`config.mk`:
```
export PLATFORM = sky130hd
export DESIGN_NAME = link_bringup_seq
export DESIGN_NICKNAME = d
export VERILOG_FILES = /design/src/rtl/lbs_pkg.sv /design/src/rtl/lbs_wait_timer.sv /design/src/rtl/lbs_sync_gen.sv /design/src/rtl/lbs_op_gen.sv /design/src/rtl/link_bringup_seq.sv
export SDC_FILE = /design/constraint.sdc
export NUM_CORES = 1
export LEC_CHECK = 0
export BUFFER_PORTS_ARGS = -buffer_cell sky130_fd_sc_hd__buf_2
export CAP_MARGIN = 15
export CORE_ASPECT_RATIO = 1.5
export CORE_MARGIN = 2
export CORE_UTILIZATION = 45
export DETAILED_ROUTE_END_ITERATION = 8
export PLACE_DENSITY = 0.77
export SLEW_MARGIN = 20
export SYNTH_ARGS = -nofsm -noshare
export SYNTH_HDL_FRONTEND = slang
export SYNTH_SLANG_ARGS = --single-unit
export TNS_END_PERCENT = 50
```
`constraint.sdc`:
```
create_clock -name clk -period 4.25 [get_ports clk]
set_clock_uncertainty 0.05 [all_clocks]
set_input_delay 1.0625 -clock clk [delete_from_list [all_inputs] [get_ports clk]]
set_output_delay 1.0625 -clock clk [all_outputs]
set_load 0.1 [all_outputs]
```
`src/rtl/lbs_pkg.sv`:
```
package lbs_pkg;

   typedef enum logic [3:0] {
      ST_HOLD,
      ST_CLEAR,
      ST_QUAD,
      ST_CHAN,
      ST_GRST,
      ST_WAIT,
      ST_POLL,
      ST_SYNC,
      ST_DONE,
      ST_FAIL
   } lbs_state_e;

   // control code and data characters of the synchronisation group
   localparam logic [7:0] CHAR_K28_5 = 8'hBC;
   localparam logic [7:0] CHAR_D21_4 = 8'h95;
   localparam logic [7:0] CHAR_D21_5 = 8'hB5;

   function automatic int lbs_max(input int a, input int b);
      return (a > b) ? a : b;
   endfunction

endpackage

```
`src/rtl/lbs_wait_timer.sv`:
```
module lbs_wait_timer #(
   parameter int CYCLES = 300000
) (
   input  logic clk,
   input  logic rst_n,
   input  logic run_i,
   output logic expired_o
);
   localparam int CW = $clog2(CYCLES + 1);
   localparam logic [CW-1:0] LAST = CW'(CYCLES - 1);

   logic [CW-1:0] cnt_q;

   always_ff @(posedge clk or negedge rst_n) begin
      if (!rst_n)      cnt_q <= '0;
      else if (!run_i) cnt_q <= '0;
      else             cnt_q <= cnt_q + 1'b1;
   end

   assign expired_o = run_i && (cnt_q == LAST);
endmodule

```
`src/rtl/lbs_sync_gen.sv`:
```
module lbs_sync_gen
   import lbs_pkg::*;
(
   input  logic [1:0] pos_i,
   output logic       k_o,
   output logic [7:0] data_o
);
   always_comb begin
      k_o = 1'b0;
      unique case (pos_i)
         2'd0: begin
            k_o    = 1'b1;
            data_o = CHAR_K28_5;
         end
         2'd1:    data_o = CHAR_D21_4;
         default: data_o = CHAR_D21_5;
      endcase
   end
endmodule

```
`src/rtl/lbs_op_gen.sv`:
```
module lbs_op_gen
   import lbs_pkg::*;
#(
   parameter int          AW          = 16,
   parameter int          DW          = 8,
   parameter int          NCH         = 4,
   parameter int          IDXW        = 5,
   parameter int unsigned QCTL_BASE   = 32'h0800,
   parameter int unsigned QCTL_STRIDE = 32'h0100,
   parameter int unsigned CH_BASE     = 32'h0000,
   parameter int unsigned QUAD_STRIDE = 32'h0100,
   parameter int unsigned CH_STRIDE   = 32'h0010,
   parameter int unsigned ALARM_OFS   = 0,
   parameter int unsigned TXCFG_OFS   = 2,
   parameter int unsigned RXCFG_OFS   = 3,
   parameter int unsigned GRST_ADDR   = 32'h0A00,
   parameter int          LTD_LSB     = 0,
   parameter int          ALIGN_LSB   = 4,
   parameter int          LPBK_LSB    = 0,
   parameter int          ENC_BIT     = 3,
   parameter int          HR_BIT      = 0,
   parameter int          GRST_BIT    = 0
) (
   input  lbs_state_e      state_i,
   input  logic [IDXW-1:0] idx_i,
   input  logic            loopback_i,
   input  logic            half_rate_i,
   input  logic            enc_mode_i,
   output logic            req_o,
   output logic            we_o,
   output logic [AW-1:0]   addr_o,
   output logic [DW-1:0]   wdata_o
);
   localparam int CHW = $clog2(NCH);

   function automatic logic [DW-1:0] field_ones(input int lsb);
      logic [DW-1:0] m;
      m = '0;
      for (int i = 0; i < NCH; i++) m[lsb+i] = 1'b1;
      return m;
   endfunction

   localparam logic [DW-1:0] QCTL0_VAL = field_ones(LTD_LSB) | field_ones(ALIGN_LSB);

   // one loopback enable per lane, replicated from the single option
   logic [NCH-1:0] lpbk_lanes;
   for (genvar ln = 0; ln < NCH; ln++) begin : g_lane
      assign lpbk_lanes[ln] = loopback_i;
   end

   logic [DW-1:0] qctl1_val;
   assign qctl1_val = DW'(lpbk_lanes) << LPBK_LSB;

   int unsigned sel_u, gch_u, quad_u, lane_u, ofs_u;

   always_comb begin
      sel_u   = 32'(idx_i);
      gch_u   = (state_i == ST_CHAN) ? (sel_u >> 1) : sel_u;
      quad_u  = gch_u >> CHW;
      lane_u  = gch_u & (NCH - 1);
      ofs_u   = sel_u[0] ? RXCFG_OFS : TXCFG_OFS;
      req_o   = 1'b0;
      we_o    = 1'b0;
      addr_o  = '0;
      wdata_o = '0;
      case (state_i)
         ST_CLEAR, ST_POLL: begin
            req_o  = 1'b1;
            addr_o = AW'(CH_BASE + quad_u * QUAD_STRIDE + lane_u * CH_STRIDE + ALARM_OFS);
         end
         ST_QUAD: begin
            req_o   = 1'b1;
            we_o    = 1'b1;
            addr_o  = AW'(QCTL_BASE + (sel_u >> 1) * QCTL_STRIDE + (sel_u & 1));
            wdata_o = sel_u[0] ? qctl1_val : QCTL0_VAL;
         end
         ST_CHAN: begin
            req_o            = 1'b1;
            we_o             = 1'b1;
            addr_o           = AW'(CH_BASE + quad_u * QUAD_STRIDE + lane_u * CH_STRIDE + ofs_u);
            wdata_o[ENC_BIT] = enc_mode_i;
            wdata_o[HR_BIT]  = half_rate_i;
         end
         ST_GRST: begin
            req_o             = 1'b1;
            we_o              = 1'b1;
            addr_o            = AW'(GRST_ADDR);
            wdata_o[GRST_BIT] = (sel_u < 2);
         end
         default: ;
      endcase
   end
endmodule

```
`src/rtl/link_bringup_seq.sv`:
```
module link_bringup_seq
   import lbs_pkg::*;
#(
   parameter int          AW          = 16,
   parameter int          DW          = 8,
   parameter int          NQUAD       = 2,
   parameter int          NCH         = 4,
   parameter int          WAIT_CYCLES = 300000,
   parameter int          MAX_POLLS   = 16,
   parameter int          SYNC_REPEAT = 3,
   parameter int unsigned QCTL_BASE   = 32'h0800,
   parameter int unsigned QCTL_STRIDE = 32'h0100,
   parameter int unsigned CH_BASE     = 32'h0000,
   parameter int unsigned QUAD_STRIDE = 32'h0100,
   parameter int unsigned CH_STRIDE   = 32'h0010,
   parameter int unsigned ALARM_OFS   = 0,
   parameter int unsigned TXCFG_OFS   = 2,
   parameter int unsigned RXCFG_OFS   = 3,
   parameter int unsigned GRST_ADDR   = 32'h0A00,
   parameter int          LTD_LSB     = 0,
   parameter int          ALIGN_LSB   = 4,
   parameter int          LPBK_LSB    = 0,
   parameter int          ENC_BIT     = 3,
   parameter int          HR_BIT      = 0,
   parameter int          LOCK_BIT    = 0,
   parameter int          GRST_BIT    = 0
) (
   input  logic          clk,
   input  logic          rst_n,
   input  logic          cfg_done_i,
   input  logic          loopback_i,
   input  logic          half_rate_i,
   input  logic          enc_mode_i,
   output logic          hw_rst_n_o,
   output logic          bus_req_o,
   output logic          bus_we_o,
   output logic [AW-1:0] bus_addr_o,
   output logic [DW-1:0] bus_wdata_o,
   input  logic          bus_ack_i,
   input  logic [DW-1:0] bus_rdata_i,
   output logic          tx_valid_o,
   output logic          tx_k_o,
   output logic [7:0]    tx_data_o,
   output logic          done_o,
   output logic          err_o
);
   localparam int NTOT  = NQUAD * NCH;
   localparam int SPAN  = lbs_max(lbs_max(2 * NTOT, 4 * SYNC_REPEAT), 2 * NQUAD);
   localparam int IDXW  = $clog2(SPAN) + 1;
   localparam int PCW   = $clog2(MAX_POLLS) + 1;
   localparam logic [IDXW-1:0] LAST_CH   = IDXW'(NTOT - 1);
   localparam logic [IDXW-1:0] LAST_QUAD = IDXW'(2 * NQUAD - 1);
   localparam logic [IDXW-1:0] LAST_CFG  = IDXW'(2 * NTOT - 1);
   localparam logic [IDXW-1:0] LAST_GRST = IDXW'(3);
   localparam logic [IDXW-1:0] LAST_SYNC = IDXW'(4 * SYNC_REPEAT - 1);
   localparam logic [PCW-1:0]  LAST_POLL = PCW'(MAX_POLLS - 1);

   // elaboration-time parameter checks
   if (NCH < 2 || (NCH & (NCH - 1)) != 0) begin : g_bad_nch
      $error("NCH must be a power of two, at least 2");
   end
   if (NQUAD < 1 || MAX_POLLS < 1 || WAIT_CYCLES < 1 || SYNC_REPEAT < 1) begin : g_bad_count
      $error("NQUAD, MAX_POLLS, WAIT_CYCLES and SYNC_REPEAT must be positive");
   end
   if (LTD_LSB + NCH > DW || ALIGN_LSB + NCH > DW || LPBK_LSB + NCH > DW) begin : g_bad_field
      $error("per-lane control field exceeds data width");
   end
   if (ENC_BIT >= DW || HR_BIT >= DW || LOCK_BIT >= DW || GRST_BIT >= DW) begin : g_bad_bit
      $error("single-bit field position exceeds data width");
   end

   lbs_state_e      state_q;
   logic [IDXW-1:0] idx_q;
   logic [PCW-1:0]  poll_q;
   logic            accept;
   logic            wait_done;
   logic            unused_rdata;

   assign accept       = bus_req_o && bus_ack_i;
   assign unused_rdata = ^bus_rdata_i;

   lbs_op_gen #(
      .AW(AW), .DW(DW), .NCH(NCH), .IDXW(IDXW),
      .QCTL_BASE(QCTL_BASE), .QCTL_STRIDE(QCTL_STRIDE),
      .CH_BASE(CH_BASE), .QUAD_STRIDE(QUAD_STRIDE), .CH_STRIDE(CH_STRIDE),
      .ALARM_OFS(ALARM_OFS), .TXCFG_OFS(TXCFG_OFS), .RXCFG_OFS(RXCFG_OFS),
      .GRST_ADDR(GRST_ADDR), .LTD_LSB(LTD_LSB), .ALIGN_LSB(ALIGN_LSB),
      .LPBK_LSB(LPBK_LSB), .ENC_BIT(ENC_BIT), .HR_BIT(HR_BIT), .GRST_BIT(GRST_BIT)
   ) u_op_gen (
      .state_i     (state_q),
      .idx_i       (idx_q),
      .loopback_i  (loopback_i),
      .half_rate_i (half_rate_i),
      .enc_mode_i  (enc_mode_i),
      .req_o       (bus_req_o),
      .we_o        (bus_we_o),
      .addr_o      (bus_addr_o),
      .wdata_o     (bus_wdata_o)
   );

   lbs_wait_timer #(.CYCLES(WAIT_CYCLES)) u_wait (
      .clk       (clk),
      .rst_n     (rst_n),
      .run_i     (state_q == ST_WAIT),
      .expired_o (wait_done)
   );

   lbs_sync_gen u_sync (
      .pos_i  (idx_q[1:0]),
      .k_o    (tx_k_o),
      .data_o (tx_data_o)
   );

   always_ff @(posedge clk or negedge rst_n) begin
      if (!rst_n) begin
         state_q <= ST_HOLD;
         idx_q   <= '0;
         poll_q  <= '0;
      end else begin
         case (state_q)
            ST_HOLD: if (cfg_done_i) begin
               state_q <= ST_CLEAR;
               idx_q   <= '0;
            end
            ST_CLEAR: if (accept) begin
               idx_q <= (idx_q == LAST_CH) ? '0 : idx_q + 1'b1;
               if (idx_q == LAST_CH) state_q <= ST_QUAD;
            end
            ST_QUAD: if (accept) begin
               idx_q <= (idx_q == LAST_QUAD) ? '0 : idx_q + 1'b1;
               if (idx_q == LAST_QUAD) state_q <= ST_CHAN;
            end
            ST_CHAN: if (accept) begin
               idx_q <= (idx_q == LAST_CFG) ? '0 : idx_q + 1'b1;
               if (idx_q == LAST_CFG) state_q <= ST_GRST;
            end
            ST_GRST: if (accept) begin
               idx_q <= (idx_q == LAST_GRST) ? '0 : idx_q + 1'b1;
               if (idx_q == LAST_GRST) state_q <= ST_WAIT;
            end
            ST_WAIT: if (wait_done) begin
               state_q <= ST_POLL;
               idx_q   <= '0;
               poll_q  <= '0;
            end
            ST_POLL: if (accept) begin
               if (bus_rdata_i[LOCK_BIT]) begin
                  poll_q <= '0;
                  if (idx_q == LAST_CH) begin
                     idx_q   <= '0;
                     state_q <= enc_mode_i ? ST_SYNC : ST_DONE;
                  end else begin
                     idx_q <= idx_q + 1'b1;
                  end
               end else if (poll_q == LAST_POLL) begin
                  state_q <= ST_FAIL;
               end else begin
                  poll_q <= poll_q + 1'b1;
               end
            end
            ST_SYNC: begin
               idx_q <= (idx_q == LAST_SYNC) ? '0 : idx_q + 1'b1;
               if (idx_q == LAST_SYNC) state_q <= ST_DONE;
            end
            default: ;
         endcase
      end
   end

   assign hw_rst_n_o = (state_q != ST_HOLD);
   assign tx_valid_o = (state_q == ST_SYNC);
   assign done_o     = (state_q == ST_DONE);
   assign err_o      = (state_q == ST_FAIL);
endmodule

```
# Word level (Yosys, flattened, before mapping)
# Cells that the tools add are included.
# word_totals
word_cells,106
ff_bits,33
# classes
eq_ne,33
n_addsub,7
muxes,46
n_reduce_logical,15
magnitude_cmp,1
# op_table
operator,n
5-bit 2-to-1 mux,15
4-bit 2-to-1 mux,17
16-bit case mux with 4 select lines,1
5-bit case mux with 7 select lines,1
4-bit case mux with 8 select lines,1
"2-bit inequality test, second input constant",12
"19-bit by 1-bit adder with 19-bit output, second input constant",1
"19-bit == test, second input constant",1
19-bit 2-to-1 mux,1
16-bit by 1-bit adder with 16-bit output,1
16-bit adder,1
16-bit by 6-bit adder with 16-bit output,1
"4-bit by 3-bit == test with 1-bit output, second input constant",4
"5-bit by 4-bit == test with 1-bit output, second input constant",3
15-bit AND reduction,1
"12-bit by 12-bit adder with 13-bit output, first input constant",1
6-bit case mux with 2 select lines,1
"5-bit by 1-bit adder with 5-bit output, second input constant",2
5-bit case mux with 2 select lines,1
"3-bit inequality test, second input constant",3
"4-bit by 2-bit == test with 1-bit output, second input constant",2
"4-bit == test, second input constant",2
8-bit 2-to-1 mux,1
8-bit AND reduction,1
21 further kinds,27

# Longest topological paths before layout
# Gate-level depths: netlist of run 1.
# logic_depth
word_depth,6
ltp_mapped,9
depth_no_buf,9

# By module
# Synthesis of run 1 repeated with hierarchy kept, for this count alone.
# unflattened
cells_unflattened,300
area_unflattened_um2,2567.5
# by_module_without_submodules
module,area_each_um2,cells_per_inst,instances,seq_area_each_um2
link_bringup_seq,1114.8,128,1,350.3
lbs_wait_timer,972.2,98,1,475.5
lbs_op_gen,411.6,63,1,0.0
lbs_sync_gen,68.8,11,1,0.0

# Worst setup path after synthesis of run 1
# OpenSTA, ideal clock, no wires.
# synth_path
path_type,register -> output
startpoint,register state_q[3]
endpoint,output bus_addr_o[8]
path_buffers,2
arrival_time_ns,3.887
path_stages_with_launch,6
path_slack_ns,-0.749
path_cell_list,dfrtp_1 > buf_2 > buf_2 > nor3_1 > a222oi_1 > inv_1
# synth_via
elab_chain_cells,5
word_cells_on_any_way,10
# synth_lines
element,line,text
from (decl),link_bringup_seq.sv:72,lbs_state_e state_q;
from (signal assigned),link_bringup_seq.sv:151,state_q <= enc_mode_i ? ST_SYNC : ST_DONE;
4-bit by 2-bit == test with 1-bit output,"lbs_op_gen.sv:58, lbs_op_gen.sv:66",
5-bit 2-to-1 mux,lbs_op_gen.sv:58,gch_u = (state_i == ST_CHAN) ? (sel_u >> 1) : sel_u;
16-bit by 6-bit adder with 16-bit output,"lbs_op_gen.sv:69, lbs_op_gen.sv:80",
16-bit adder,lbs_op_gen.sv:80,addr_o = AW'(CH_BASE + quad_u * QUAD_STRIDE + lane_u * CH_STRIDE + ofs_u);
16-bit case mux with 4 select lines *,lbs_op_gen.sv:66,case (state_i)
to (decl),link_bringup_seq.sv:37,"output logic [AW-1:0] bus_addr_o,"
# Every way passes the cells marked *; elsewhere a longest branch is shown, timed or not.

# Worst setup path after layout of run 1
# layout_path
startpoint,register state_q[1]
endpoint,output bus_addr_o[9]
# Same word-level chain as after synthesis.

==> metrics.md, run 1 <==
| Metric | Value |
|---|---|
| Lkg Pwr | 0.00121 µW |
| Post-DP HPWL | 3.87 mm |
| Worst skew pair latency | 0.28 ns |
| Status | finished clean |
| IO buf count | 34 |
| Pre-Repair DR Iteration Count | 4 |
| Initial antenna violation count | 0 |
| Fill count | 551 |
| Most frequent cells in the layout | nor2_1 (42), buf_2 (34), nand2_1 (33), dfrtp_1 (33), o21ai_0 (15) |
| Crit. Startpoint | state_q[1]$_DFFE_PN0P_ |
| EDFF count, synth | 0 |
| Worst stage delay on the critical path | 0.72 ns |
| Number of remaining DRC errors | 0 |
| First-pass GRT wire length | 8.78 mm |
| Sequential-to-total area share from yosys stat | 33.3% |
| Worst EP arrival | 2.40 ns |
| Post-synthesis simple-gate area fraction | 30.0% |
| Die area | 6130 µm² |
| Crit path top cell by count | a21oi_1 |
| Finished Layout Cells | 391 |
| Final hold vios | 0 |
| Post-Synth XOR/XNOR Area | 6.01% |
| Chip width | 64.6 µm |
| RSZ-0062 raised after global routing | no |
| Hold Crit Class | reg2reg |
| Synth warn | 0 |
| Synth Cell Area | 2480 µm² |
| Pre-CTS worst setup slack | 1.08 ns |
| Largest family of logic cells by synthesized area | simple AND/OR/NAND/NOR gates |
| Final period util | 82.5% |
| Hold Buf Count CTS | 0 |
| Proportion of synthesized area in mux cells | 1.21% |
| #FFs+latches synth | 33 |
| Critical Path End | bus_addr_o[9] |
| Most common cell after layout, fill and taps aside | nor2_1 |
| Fin nets | 344 |
| Global route total overflow | 0 |
| CTS tree | done |
| Maximum clock rate | 285 MHz |
| Power Density | 639 nW/µm² |
| Vias | 2111 |
| Number of global-route vias before repair | 1986 |
| Worst setup SP type | flop |
| Dpl cells | 383 |
| Drt wl/cell | 13.1 µm |
| Syn_area_per_cell | 8.26 µm² |
| Drt total wl | 5.13 mm |
| # rows | 33 |
| Cell count after synthesis | 300 |
| Crit-path cells | inv_2 > nor2_1 > nand2_1 > a21oi_1 > a21oi_1 > o21ai_0 > buf_2 |
| Worst VDD drop | 0.427 mV |
| Area growth, synth to finish | 7.27% |
| Share of cells above drive strength 1 | 17.1% |
| Final RePlAce weighted congestion | 0.926 |
| CTS root buf | clkbuf_8 |
| CP endpoint kind | output port |
| Post-synth top flop | dfrtp_1 |
| GRT Util Overall | 18.0% |
| CTS-repair resized insts | 0 |
| Core Region | 5410 µm² |
| Post-CTS setup repair buffer count | 0 |
| Critical Path RT | 3.14 ns |
| Compound-Gate Fraction of Synth Area | 13.7% |
| # diodes | 0 |
| Crit Path Category | reg2out |
| Vias per inst | 5.40 |
| Max transition margin | 41.2% |
| WP depth | 7 |
| DRT iter0 DRCs | 88 |
| Io pins | 54 |
| Clock buffers created by TritonCTS | 5 |
| Reg2reg start | state_q[2]$_DFFE_PN0P_ |
| Reg2Reg Depth | 6 |
| CTS H-Tree Depth | 2 |
| CTS Sinks | 33 |
| Pins Over Slew Limit | 0 |
| Ys async rst share | 100% |
| Slowest-stage cell, CP | dfrtp_1 |
| Worst Tran Pin Value | 0.882 ns |
| Post-synth cell types | 55 |
| CP Buf/Inv Count | 2 |
| Adder-cell share of the synthesized area | 4.55% |
| Initial Util | 45.8% |
| # setup viols final | 0 |
| Clock buffer depth | 2 |
| CTS clock-pin slew for the worst setup and hold paths | 0.07 ns |
| Largest net degree at the start of global routing | 34 |
| Die Height | 94.9 µm |
| Max-cap violations | 0 |
| Final Worst Setup Slack | 0.742 ns |
| Worst R2R End | poll_q[3]$_DFFE_PN0P_ |
| Final ANT Viol Nets | 0 |
| Min Tclk post-route | 3.51 ns |
| CP delay by family, top | flip-flops |
| Worst Path Max Fanout | 17 |
| Reg-to-reg slack, setup | 1.33 ns |
cell families after synthesis:
group | after synthesis
XOR/XNOR | 17
other | 2
AO/OA/AOI/OAI | 51
multiplexers | 3
AND/OR/NAND/NOR | 139
adder cells (fa/ha/maj) | 9
buffers and inverters | 46
flip-flops | 33
Yosys cell counts (3+ instances only):
cell      number  area, µm²
nand2b_1       7       43.8
and3_1         8       50.1
xnor2_1        7       61.3
clkbuf_1       4       15.0
buf_2          5       25.0
xor2_1        10       87.6
buf_4         20        150
mux2i_1        3       30.0
nor2_1        42        158
nor3_1         8       40.0
nand3_1       11       55.1
nand4_1        3       18.8
dfrtp_1       33        826
a21oi_1        9       45.0
and4_1         3       26.3
nor2b_1        4       25.0
a211oi_1       6       45.0
inv_1         14       52.6
o31ai_1        4       30.0
ha_1           9        113
nand2_1       33        124
o21ai_0       15       75.1
worst min-delay path by stage:
stage	startpoint	end	slack, ns	cells past startpoint
floorplan	poll_q[3]$_DFFE_PN0P_	poll_q[3]$_DFFE_PN0P_	0.39	1
global placement	poll_q[3]$_DFFE_PN0P_	poll_q[3]$_DFFE_PN0P_	0.41	1
detailed placement	poll_q[3]$_DFFE_PN0P_	poll_q[3]$_DFFE_PN0P_	0.42	1
CTS	poll_q[3]$_DFFE_PN0P_	poll_q[3]$_DFFE_PN0P_	0.43	1
global route	u_wait.cnt_q[0]$_DFF_PN0_	u_wait.cnt_q[0]$_DFF_PN0_	0.48	1
finish	poll_q[3]$_DFFE_PN0P_	poll_q[3]$_DFFE_PN0P_	0.43	1
flip-flops by register name, indices dropped and copies added (netlist names):
name	flops
u_wait.cnt_q	19
poll_q	5
state_q	4
idx_q	5
cell type report:
| type | instances | area, µm² | share of cell area [%] |
|---|---|---|---|
| multi-input cells | 231 | 1430 | 53.9 |
| well taps | 70 | 87.6 | 3.30 |
| clock inverters | 3 | 17.5 | 0.659 |
| repair buffers | 34 | 170 | 6.40 |
| flip-flops and latches | 33 | 826 | 31.1 |
| inverters | 15 | 56.3 | 2.12 |
| clock buffers | 5 | 68.8 | 2.59 |
per-stage QoR:
step | TNS, ns | hold WS (ns) | area [µm²] | power (µW) | utilization [%]
2_1_floorplan | -0.476 | 0.388 | 2530 | 1440 | -
3_3_place_gp | 0 | 0.409 | 2570 | 1460 | 47.5
3_5_place_dp | 0 | 0.417 | 2570 | 1480 | 47.5
4_1_cts | 0 | 0.432 | 2660 | 1710 | 49.1
5_1_grt | 0 | 0.478 | 2660 | 1810 | 49.1
6_report | 0 | 0.429 | 2660 | 1700 | 49.1
metal layers:
| layer | track usage [%] | vias to the layer above | wire, µm |
|---|---|---|---|
| met4 | 6.56 | 0 | 82 |
| met3 | 3.34 | 8 | 190 |
| met5 | 0 | - | 0 |
| met1 | 20.8 | 1010 | 2130 |
| li1 | - | 1040 | - |
| met2 | 32.9 | 53 | 2730 |
worst reg2reg max path, cell delays in order (launching register included):
cell and delay [ns]:
dfrtp_1 0.92, nor2b_1 0.26, nand3_1 0.56, nor3_1 0.41
a31oi_2 0.13, or2_1 0.30, o31ai_1 0.19
report_power, final:
part	internal (µW)	leakage [µW]	switching [µW]	total, µW
combinational	215	0.000716	768	983
sequential	343	0.000451	143	487
clock	113	0.0000439	116	229
Note: power is estimated with default switching activity, not from simulation.
==> run 2, diff against run 1 <==
--- a/config.mk
+++ b/config.mk
@@ -5,6 +5,7 @@
 export SDC_FILE = /design/constraint.sdc
 export NUM_CORES = 1
 export LEC_CHECK = 0
+export ABC_AREA = 1
 export BUFFER_PORTS_ARGS = -buffer_cell sky130_fd_sc_hd__buf_2
 export CAP_MARGIN = 15
 export CORE_ASPECT_RATIO = 1.5
==> constraint.sdc (replaced) <==
create_clock -name clk -period 3.6 [get_ports clk]
set_clock_uncertainty 0.05 [all_clocks]
set_input_delay 0.9 -clock clk [delete_from_list [all_inputs] [get_ports clk]]
set_output_delay 0.9 -clock clk [all_outputs]
set_load 0.1 [all_outputs]
==> metrics.md, run 2 <==
| Metric | Value |
|---|---|
| Status | finished clean (unchanged) |
| Most frequent cells in the layout | nand2_1 (87), nor2_1 (53), inv_1 (42) (was nor2_1 (42), buf_2 (34), nand2_1 (33), dfrtp_1 (33), o21ai_0 (15)) |
| Setup TNS | 0 ns (unchanged) |
| Min Tclk post-route | 3.20 ns |
| CTS H-Tree Depth | 2 (unchanged) |
| Worst VDD drop | 0.184 mV (was 0.427 mV) |
| Area growth, synth to finish | 11.4% (was 7.27%) |
| Slowest-stage cell, CP | buf_2 (was dfrtp_1) |
| #FFs+latches synth | 33 (unchanged) |
| Io pins | 54 (unchanged) |
| Post-Route Utilization | 51.1% (was 49.1%) |
| Clock buffers created by TritonCTS | 5 (unchanged) |
| Worst Path Max Fanout | 8 (was 17) |
| Top-count cell post-synth | nand2_1 (was nor2_1) |
| CTS clock-pin slew for the worst setup and hold paths | 0.07 ns (about the same) |
| Number of global-route vias before repair | 2462 (was 1986) |
| Biggest regs | u_wait.cnt_q x19, idx_q x5, poll_q x5 (unchanged) |
| Worst EP arrival | 2.25 ns (was 2.40 ns) |
| Synth area leaders | dfrtp_1 (31%), nand2_1 (12%), nor2_1 (7.6%) (was dfrtp_1 (33%), nor2_1 (6.4%), buf_4 (6.1%)) |
| Max transition margin | 48.8% (was 41.2%) |
| Worst skew pair latency | 0.29 ns (was 0.28 ns) |
| Number of remaining DRC errors | 0 (unchanged) |
| Crit Path Category | reg2out (unchanged) |
| Top cells by count, synth | nand2_1 (87), nor2_1 (53), inv_1 (42) (was nor2_1 (42), dfrtp_1 (33), nand2_1 (33)) |
| Pre-Repair DR Iteration Count | 4 (unchanged) |
| Hold_ws | 0.414 ns (was 0.429 ns) |
| Hold Buf Count CTS | 0 (unchanged) |
| Clock buffer depth | 2 (unchanged) |
| Global route total overflow | 0 (unchanged) |
| EDFF count, synth | 0 (unchanged) |
| Drt wl/cell | 13.0 µm (was 13.1 µm) |
| Post-synth cell types | 34 (was 55) |
| Crit-path cells | inv_2 > nand2_1 > nor2_1 > buf_4 > nor2_1 > nand2_1 > inv_1 > a211oi_2 > buf_2 (was inv_2 > nor2_1 > nand2_1 > a21oi_1 > a21oi_1 > o21ai_0 > buf_2) |
| # diodes | 0 (unchanged) |
| Drt total wl | 6.33 mm (was 5.13 mm) |
| Ys async rst share | 100% (unchanged) |
| Largest register FFs | 19 (unchanged) |
| CTS tree | done (unchanged) |
| # setup viols final | 0 (unchanged) |
| Yosys top cell by area | dfrtp_1 (unchanged) |
| Yosys top cell area share | 31.4% (was 33.3%) |
| Finished Layout Cells | 487 (was 391) |
| Largest net degree at the start of global routing | 34 (unchanged) |
| Worst Tran Pin Value | 0.768 ns (was 0.882 ns) |
| Most flops, register | u_wait.cnt_q (unchanged) |
| Most common cell after layout, fill and taps aside | nand2_1 (was nor2_1) |
| Initial antenna violation count | 0 (unchanged) |
| First-pass GRT wire length | 10.6 mm (was 8.78 mm) |
| Vias per inst | 5.32 (was 5.40) |
| Power, Total | 806 µW (was 1700 µW) |
| Die area | 6490 µm² (was 6130 µm²) |
| Fin nets | 438 (was 344) |
| Post-CTS setup repair buffer count | 0 (unchanged) |
| Initial Util | 45.9% (was 45.8%) |
| Share of cells above drive strength 1 | 17.8% (was 17.1%) |
| GRT Util Overall | 20.6% (was 18.0%) |
| # rows | 34 (was 33) |
| CTS root buf | clkbuf_8 (unchanged) |
| Vias | 2592 (was 2111) |
| Maximum clock rate | 313 MHz |
| CTS-repair resized insts | 0 (unchanged) |
| Hold Crit Class | reg2reg (unchanged) |
| Dpl cells | 479 (was 383) |
| Critical Path RT | 2.65 ns (was 3.14 ns) |
| Worst setup SP type | flop (unchanged) |
| Syn_area_per_cell | 6.91 µm² (was 8.26 µm²) |
| CTS Sinks | 33 (unchanged) |
| DRT iter0 DRCs | 156 (was 88) |
| Worst stage delay on the critical path | 0.45 ns (was 0.72 ns) |
| Die Height | 97.7 µm (was 94.9 µm) |
| Final RePlAce weighted congestion | 0.910 (was 0.926) |
| Final period util | 88.9% |
| Cell count after synthesis | 381 (was 300) |
| Max-cap violations | 0 (unchanged) |
| Post-DP HPWL | 4.87 mm (was 3.87 mm) |
| Pins Over Slew Limit | 0 (unchanged) |
| Synth warn | 0 (unchanged) |
| Power Density | 275 nW/µm² (was 639 nW/µm²) |
| Final ANT Viol Nets | 0 (unchanged) |
| Post-synth top flop | dfrtp_1 (unchanged) |
| Synth Cell Area | 2630 µm² (was 2480 µm²) |
| RSZ-0062 raised after global routing | no (unchanged) |
| Lkg Pwr | 0.00141 µW (was 0.00121 µW) |
| Core Region | 5740 µm² (was 5410 µm²) |
| CP endpoint kind | output port (unchanged) |
| Chip width | 66.5 µm (was 64.6 µm) |
| Fill count | 574 (was 551) |
| Sequential-to-total area share from yosys stat | 31.4% (was 33.3%) |
| IO buf count | 34 (unchanged) |
| Final hold vios | 0 (unchanged) |
-- run 2: cell types whose count changed after synthesis, moves of 7 or more --
cell	before	now
nor2_1	42	53
and3_1	8	0
nand3_1	11	34
nand2_1	33	87
inv_1	14	42
nand4_1	3	21
nor2_2	0	7
nand2b_1	7	0
-- run 2: kinds of logic (layout without fill, tap and decap cells) --
family	count (synthesis)	count (layout)	synth area share, %
fa+ha+maj	9	9	4.28
other cells	2	12	0.285
compound gates	38	38	9.12
flops	33	33	31.4
simple gates	227	227	40.7
buf+inv	66	90	12.3
xor+xnor	6	6	2.00
-- run 2: layer usage --
| metal | vias up | track usage, % | wire (µm) |
|---|---|---|---|
| met3 | 16 | 3.36 | 277 |
| met4 | 0 | 8.63 | 170 |
| met5 | - | 0 | 0 |
| li1 | 1284 | - | - |
| met1 | 1211 | 21.4 | 2510 |
| met2 | 81 | 38.9 | 3370 |
-- run 2: final cells by class --
class	instances	area (µm²)	area share, %
sequential	33	826	28.2
clock buffer	6	82.6	2.82
timing repair buffer	36	185	6.31
tap	72	90.1	3.07
inverter	46	173	5.89
multi-input combinational	292	1540	52.5
clock inverter	2	37.5	1.28
-- run 2: where the power goes --
part | leakage [µW] | internal [µW] | total (µW) | switching, µW
Clock | 0.0000574 | 225 | 367 | 142
Combinational | 0.000909 | 2.91 | 68.5 | 65.6
Sequential | 0.000440 | 371 | 371 | 0
Total | 0.00141 | 598 | 806 | 207
-- run 2: stage by stage --
stage	worst slack [ns]	instance area (µm²)
global placement	0.754	2810
CTS	0.395	2930
global route	0.237	2930
finish	0.400	2930
detailed placement	0.712	2810
floorplan	-0.244	2690
-- run 2: worst paths after layout --
path                                            from                         end  slack, ns  cells after the start
setup reg to reg                idx_q[0]$_DFFE_PN0P_      state_q[2]$_DFFE_PN0P_       1.56                     10
hold / removal             u_wait.cnt_q[0]$_DFF_PN0_   u_wait.cnt_q[0]$_DFF_PN0_       0.41                      1
setup / recovery              state_q[3]$_DFFE_PN0P_               bus_addr_o[4]       0.40                      9
max in group asynchronous                      rst_n  u_wait.cnt_q[12]$_DFF_PN0_       2.37                      1
hold reg to reg            u_wait.cnt_q[0]$_DFF_PN0_   u_wait.cnt_q[0]$_DFF_PN0_       0.41                      1
min in group asynchronous                      rst_n        idx_q[4]$_DFFE_PN0P_       0.63                      1
-- run 2: critical path, delay by kind of cell, from the launching register on --
kind | cells | cell delay [ns]
buf+inv | 4 | 0.95
flops | 1 | 0.44
simple gates | 4 | 0.42
compound gates | 1 | 0.15
